File: src/rtl/wide_reg_bridge_pkg.sv
package wide_reg_bridge_pkg;

   // Decoded single-cycle bus actions
   typedef struct packed {
      logic rd_lo;    // read lower byte, snapshot upper
      logic rd_hi;    // read temporary byte
      logic ld_tmp;   // load temporary byte from bus
      logic commit;   // permitted lower write: load whole word
   } bus_act_t;

   typedef enum logic [1:0] {
      RD_HOLD_LAST = 2'd0,
      RD_ZERO_IDLE = 2'd1
   } rd_idle_e;

endpackage

File: src/rtl/wrb_decode.sv
module wrb_decode
   import wide_reg_bridge_pkg::*;
#(
   parameter int ADDR_W  = 2,
   parameter int LO_ADDR = 0,
   parameter int HI_ADDR = 1
) (
   input  logic [ADDR_W-1:0] addr,
   input  logic              rd,
   input  logic              wr,
   input  logic              allow,
   output bus_act_t          act
);
   localparam logic [ADDR_W-1:0] LO_A = ADDR_W'(LO_ADDR);
   localparam logic [ADDR_W-1:0] HI_A = ADDR_W'(HI_ADDR);

   logic hit_lo, hit_hi;

   always_comb begin
      hit_lo     = (addr == LO_A);
      hit_hi     = (addr == HI_A);
      act.rd_lo  = rd & hit_lo;
      act.rd_hi  = rd & hit_hi;
      act.ld_tmp = wr & hit_hi;
      act.commit = wr & hit_lo & allow;
   end
endmodule

File: src/rtl/wrb_temp.sv
module wrb_temp #(
   parameter int BYTE_W = 8
) (
   input  logic              clk,
   input  logic              rst_n,
   input  logic              snap,
   input  logic [BYTE_W-1:0] snap_val,
   input  logic              load,
   input  logic [BYTE_W-1:0] load_val,
   output logic [BYTE_W-1:0] tmp
);
   always_ff @(posedge clk or negedge rst_n) begin
      if (!rst_n)    tmp <= '0;
      else if (load) tmp <= load_val;
      else if (snap) tmp <= snap_val;
   end
endmodule

File: src/rtl/wrb_word.sv
module wrb_word #(
   parameter int BYTE_W = 8,
   parameter logic [2*BYTE_W-1:0] RESET_VAL = '0
) (
   input  logic                clk,
   input  logic                rst_n,
   input  logic                commit,
   input  logic [2*BYTE_W-1:0] commit_val,
   input  logic                hw_load,
   input  logic [2*BYTE_W-1:0] hw_val,
   output logic [2*BYTE_W-1:0] word
);
   always_ff @(posedge clk or negedge rst_n) begin
      if (!rst_n)       word <= RESET_VAL;
      else if (commit)  word <= commit_val;
      else if (hw_load) word <= hw_val;
   end
endmodule

File: src/rtl/wrb_rdport.sv
module wrb_rdport
   import wide_reg_bridge_pkg::*;
#(
   parameter int       BYTE_W  = 8,
   parameter rd_idle_e IDLE_MD = RD_HOLD_LAST
) (
   input  logic              clk,
   input  logic              rst_n,
   input  logic              rd_lo,
   input  logic              rd_hi,
   input  logic [BYTE_W-1:0] lo_byte,
   input  logic [BYTE_W-1:0] tmp,
   output logic [BYTE_W-1:0] rdata
);
   logic [BYTE_W-1:0] idle_val;

   generate
      if (IDLE_MD == RD_ZERO_IDLE) begin : g_zero
         always_comb idle_val = '0;
      end else begin : g_hold
         always_comb idle_val = rdata;
      end
   endgenerate

   always_ff @(posedge clk or negedge rst_n) begin
      if (!rst_n)     rdata <= '0;
      else if (rd_lo) rdata <= lo_byte;
      else if (rd_hi) rdata <= tmp;
      else            rdata <= idle_val;
   end
endmodule

File: src/rtl/wide_reg_bridge.sv
module wide_reg_bridge
   import wide_reg_bridge_pkg::*;
#(
   parameter int       BYTE_W    = 8,
   parameter int       ADDR_W    = 2,
   parameter int       LO_ADDR   = 0,
   parameter int       HI_ADDR   = 1,
   parameter rd_idle_e IDLE_MD   = RD_HOLD_LAST,
   parameter logic [2*BYTE_W-1:0] RESET_VAL = '0
) (
   input  logic                clk,
   input  logic                rst_n,
   input  logic [ADDR_W-1:0]   bus_addr,
   input  logic                bus_rd,
   input  logic                bus_wr,
   input  logic [BYTE_W-1:0]   bus_wdata,
   output logic [BYTE_W-1:0]   bus_rdata,
   input  logic                wr_allow,
   input  logic                hw_load,
   input  logic [2*BYTE_W-1:0] hw_value,
   output logic [2*BYTE_W-1:0] reg_value
);
   localparam int WORD_W = 2 * BYTE_W;

   // Elaboration-time parameter checks
   generate
      if (BYTE_W < 1) begin : g_bad_byte
         $error("BYTE_W must be at least 1");
      end
      if (LO_ADDR == HI_ADDR) begin : g_bad_addr
         $error("LO_ADDR and HI_ADDR must differ");
      end
      if (LO_ADDR >= (1 << ADDR_W) || HI_ADDR >= (1 << ADDR_W)) begin : g_bad_range
         $error("addresses must fit in ADDR_W bits");
      end
   endgenerate

   bus_act_t           act;
   logic [BYTE_W-1:0]  tmp;

   wrb_decode #(.ADDR_W(ADDR_W), .LO_ADDR(LO_ADDR), .HI_ADDR(HI_ADDR)) u_dec (
      .addr(bus_addr), .rd(bus_rd), .wr(bus_wr), .allow(wr_allow), .act(act)
   );

   wrb_temp #(.BYTE_W(BYTE_W)) u_tmp (
      .clk(clk), .rst_n(rst_n),
      .snap(act.rd_lo), .snap_val(reg_value[WORD_W-1:BYTE_W]),
      .load(act.ld_tmp), .load_val(bus_wdata),
      .tmp(tmp)
   );

   wrb_word #(.BYTE_W(BYTE_W), .RESET_VAL(RESET_VAL)) u_word (
      .clk(clk), .rst_n(rst_n),
      .commit(act.commit), .commit_val({tmp, bus_wdata}),
      .hw_load(hw_load), .hw_val(hw_value),
      .word(reg_value)
   );

   wrb_rdport #(.BYTE_W(BYTE_W), .IDLE_MD(IDLE_MD)) u_rd (
      .clk(clk), .rst_n(rst_n),
      .rd_lo(act.rd_lo), .rd_hi(act.rd_hi),
      .lo_byte(reg_value[BYTE_W-1:0]), .tmp(tmp),
      .rdata(bus_rdata)
   );

   // Assertions
   localparam logic [ADDR_W-1:0] A_LO = ADDR_W'(LO_ADDR);
   localparam logic [ADDR_W-1:0] A_HI = ADDR_W'(HI_ADDR);

   a_r2_low_read_data: assert property (@(posedge clk) disable iff (!rst_n)
      (bus_rd && bus_addr == A_LO) |=> bus_rdata == $past(reg_value[BYTE_W-1:0]));

   a_r3_snapshot: assert property (@(posedge clk) disable iff (!rst_n)
      (bus_rd && bus_addr == A_LO && !bus_wr) |=> tmp == $past(reg_value[WORD_W-1:BYTE_W]));

   a_r4_high_read_tmp: assert property (@(posedge clk) disable iff (!rst_n)
      (bus_rd && bus_addr == A_HI) |=> bus_rdata == $past(tmp));

   a_r5_tmp_load: assert property (@(posedge clk) disable iff (!rst_n)
      (bus_wr && bus_addr == A_HI) |=> tmp == $past(bus_wdata));

   a_r5_word_kept: assert property (@(posedge clk) disable iff (!rst_n)
      (bus_wr && bus_addr == A_HI && !hw_load) |=> $stable(reg_value));

   a_r6_commit: assert property (@(posedge clk) disable iff (!rst_n)
      (bus_wr && bus_addr == A_LO && wr_allow) |=> reg_value == {$past(tmp), $past(bus_wdata)});

   a_r7_blocked: assert property (@(posedge clk) disable iff (!rst_n)
      (bus_wr && bus_addr == A_LO && !wr_allow && !hw_load) |=> $stable(reg_value));

   a_r8_hw_load: assert property (@(posedge clk) disable iff (!rst_n)
      (hw_load && !(bus_wr && bus_addr == A_LO && wr_allow)) |=> reg_value == $past(hw_value));

   a_r9_hold: assert property (@(posedge clk) disable iff (!rst_n)
      (!bus_rd && IDLE_MD == RD_HOLD_LAST) |=> $stable(bus_rdata));
endmodule

File: config.mk
export PLATFORM = sky130hd
export DESIGN_NAME = wide_reg_bridge
export DESIGN_NICKNAME = d
export VERILOG_FILES = /design/src/rtl/wide_reg_bridge_pkg.sv /design/src/rtl/wrb_decode.sv /design/src/rtl/wrb_temp.sv /design/src/rtl/wrb_word.sv /design/src/rtl/wrb_rdport.sv /design/src/rtl/wide_reg_bridge.sv
export SDC_FILE = /design/constraint.sdc
export NUM_CORES = 1
export LEC_CHECK = 0
export BUFFER_PORTS_ARGS = -buffer_cell sky130_fd_sc_hd__buf_2
export CAP_MARGIN = 30
export CORE_MARGIN = 3
export CORE_UTILIZATION = 37
export CTS_CLUSTER_DIAMETER = 60
export DETAILED_ROUTE_END_ITERATION = 10
export GPL_TIMING_DRIVEN = 0
export PLACE_DENSITY = 0.67
export SETUP_SLACK_MARGIN = 0.15
export SLEW_MARGIN = 20
export SYNTH_ARGS = -nofsm -noshare
export SYNTH_HDL_FRONTEND = slang
export SYNTH_SLANG_ARGS = --single-unit
File: constraint.sdc
create_clock -name clk -period 1.2 [get_ports clk]
set_input_delay 0.24 -clock clk [delete_from_list [all_inputs] [get_ports clk]]
set_output_delay 0.24 -clock clk [all_outputs]
set_load 0.02 [all_outputs]
==> metrics.yaml <==
synth:
  syn_inst: 136
  synthesis.area_um2: 1540
  synth_cell_types: 14
  synth-seq-area-share: 0.521
  yosysWarnings: 0
  synth_fp_nets: 168
  syn_avg_cell_area_um2: 11.3
  ys_ff_latch: 32
sta:
  maxSlewHeadroom: 0.529
  holdWs_ps: -2.14
  worstMarginPinSlew_ps: 706
  setup_viol: 0
  fin_ws_ps: 121
  rsz0062_at_grt: "yes"
  timing_hold_violations_final: 1
  min_period_over_period: 0.899
  slew_viol_final: 0
  fmax_mhz: 927
  finClkSkew_ps: 4.54
  min_period_ps: 1080
power_and_ir_drop:
  power_mw: 3.25
  power_leakage_nw: 1.12
  irDropWorstVdd_v: 0.000657
  cellPowerDensity_nw_per_um2: 1430
route:
  wl_per_cell_um: 15.7
  via_per_inst: 5.20
  drc: 0
  antenna_left: 0
  drt_first_pass_iters: 4
  drt_iter0_drc: 78
  vias: 1377
  wl_um: 4150
place:
  pre_cts_ws_ps: -215
  io_buffers: 53
  dp_hpwl_um: 2860
  gp_congestion: 0.828
  dp_cells: 237
cts:
  htree_levels: 2
  insertion_delay_ps: 280
  clockBufferDepth: 2
  cts_made_buffers: 5
  postCtsHoldBufs: 0
  tritoncts: "done"
  ctsRootBufferMaster: "clkbuf_8"
  cts_num_sinks: 32
  clk_pin_slew_ps: 70
layout:
  drive_gt1_frac: 0.433
  final_common_cell: "buf_6"
  diodes: 0
  layout.cells.non_filler: 265
  multi_input_area_um2: 652
  final_cell_mix: "buf_6 (34), dfrtp_1 (32), buf_2 (30), mux2i_1 (27), nand2_1 (24)"
  fillerInstances: 323
  seq_area_um2: 801
  area_growth_syn_to_layout_pct: 48.5
  final_nets: 248
  final_util: 0.596
global_route:
  grt_pass1_vias: 1405
  grt_pass1_wl_um: 6730
  grt_usage: 0.171
  grt_max_degree: 33
  grt_overflow: 0
  grt_antenna_before_repair: 0
setup_path:
  cp.required_ps: 960
  path_max_fanout: 3
  worst_r2r_path_depth: 3
  cp.buffers_inverters: 1
  worst_setup_path_end_kind: "output port"
  critical-path-max-stage-delay_ps: 410
  critical-path-top-delay-family: "flip-flops"
  path_cells: "buf_6"
  critPathKind: "reg -> out"
  rrSetupSlack_ps: 160
  path_depth: 1
  crit_start: "u_word.word[11]"
  endpoint: "reg_value[11]"
  timing.rr.start: "u_word.word[14]"
  worstReg2RegEnd: "u_tmp.tmp[6]"
  critical_path_arrival_ps: 840
  start_kind: "register"
  slowest_stage: "dfrtp_1"
floorplanning:
  fp.dieArea_um2: 4960
  rows: 22
  core_um2: 3830
  start_util: 0.402
  die_h_um: 70.4
  die_w_um: 70.4
  ios: 56
status:
  violations: "negative hold slack"
  status: "finished with violations"
run:
  cap_violations: 0
worst_hold_path:
  hold_class: "in -> async"
layer usage:
layer  wire length, um  track usage
met3               334       0.0460
met5                 0            0
met1              1690        0.223
met2              2100        0.285
met4                23       0.0298
worst reg2reg max path, stage by stage (launching register included):
cell	delay, ps
dfrtp_1	400
buf_6	120
o32a_1	310
o21a_1	100
cells by family after synthesis:
kind of cell	synth area share
DFF	0.521
buffers and inverters	0.0619
muxes	0.176
and+or+nand+nor	0.0798
AOI/OAI and AO/OA	0.161
what timing repair did:
action | 4_1_cts | 5_1_grt
gates resized for setup | 50 | 3
pin swaps | 1 | 2
setup buffers | 17 | 3
endpoints found under the setup margin | 31 | 27
gates cloned | 0 | 0
cell usage after synthesis:
library cell / instances / area share
dfrtp_1: 32 / 0.52
mux2i_1: 27 / 0.18
nand2_1: 24 / 0.059
o21ai_0: 15 / 0.049
o21ai_1: 10 / 0.033
o21a_1: 7 / 0.034
o32a_1: 7 / 0.046
buf_6: 6 / 0.044
buf_4: 2 / 0.0098
nand2b_1: 2 / 0.0081
and4bb_2: 1 / 0.0081
buf_2: 1 / 0.0033
clkbuf_4: 1 / 0.0049
nand3b_1: 1 / 0.0049
flip-flops by register name, summed over array words and instances (netlist names):
register and count:
u_word.word 16, u_rd.rdata 8, u_tmp.tmp 8
where the power goes:
group	switching (mW)	leakage (nW)	internal (mW)
Sequential	0.147	0.378	1.25
Combinational	0.447	0.686	0.549
Clock	0.399	0.0510	0.457
Total	0.992	1.12	2.26
how the worst min path moves through the flow:
stage,from,endpoint,slack (ps),cells after the start
global route,rst_n,u_word.word[7],70,1
detailed placement,rst_n,u_word.word[7],340,1
floorplan,rst_n,u_rd.rdata[0],-60,0
finish,rst_n,u_word.word[7],-2,1
global placement,rst_n,u_rd.rdata[7],320,1
CTS,rst_n,u_word.word[7],30,1
final cells by class:
type                       count  share of cell area
sequential                    32               0.351
timing repair buffer          73               0.255
multi-input combinational     94               0.286
clock buffer                   6              0.0362
buffer                        10              0.0417
tap                           48              0.0263
clock inverter                 2             0.00439
stage by stage:
step,setup TNS (ps),area (um2)
3_3_place_gp,-1380,1870
6_report,0,2280
2_1_floorplan,0,1540
4_1_cts,0,2250
3_5_place_dp,-1460,1870
5_1_grt,0,2280
(Power assumes the default switching activity.)
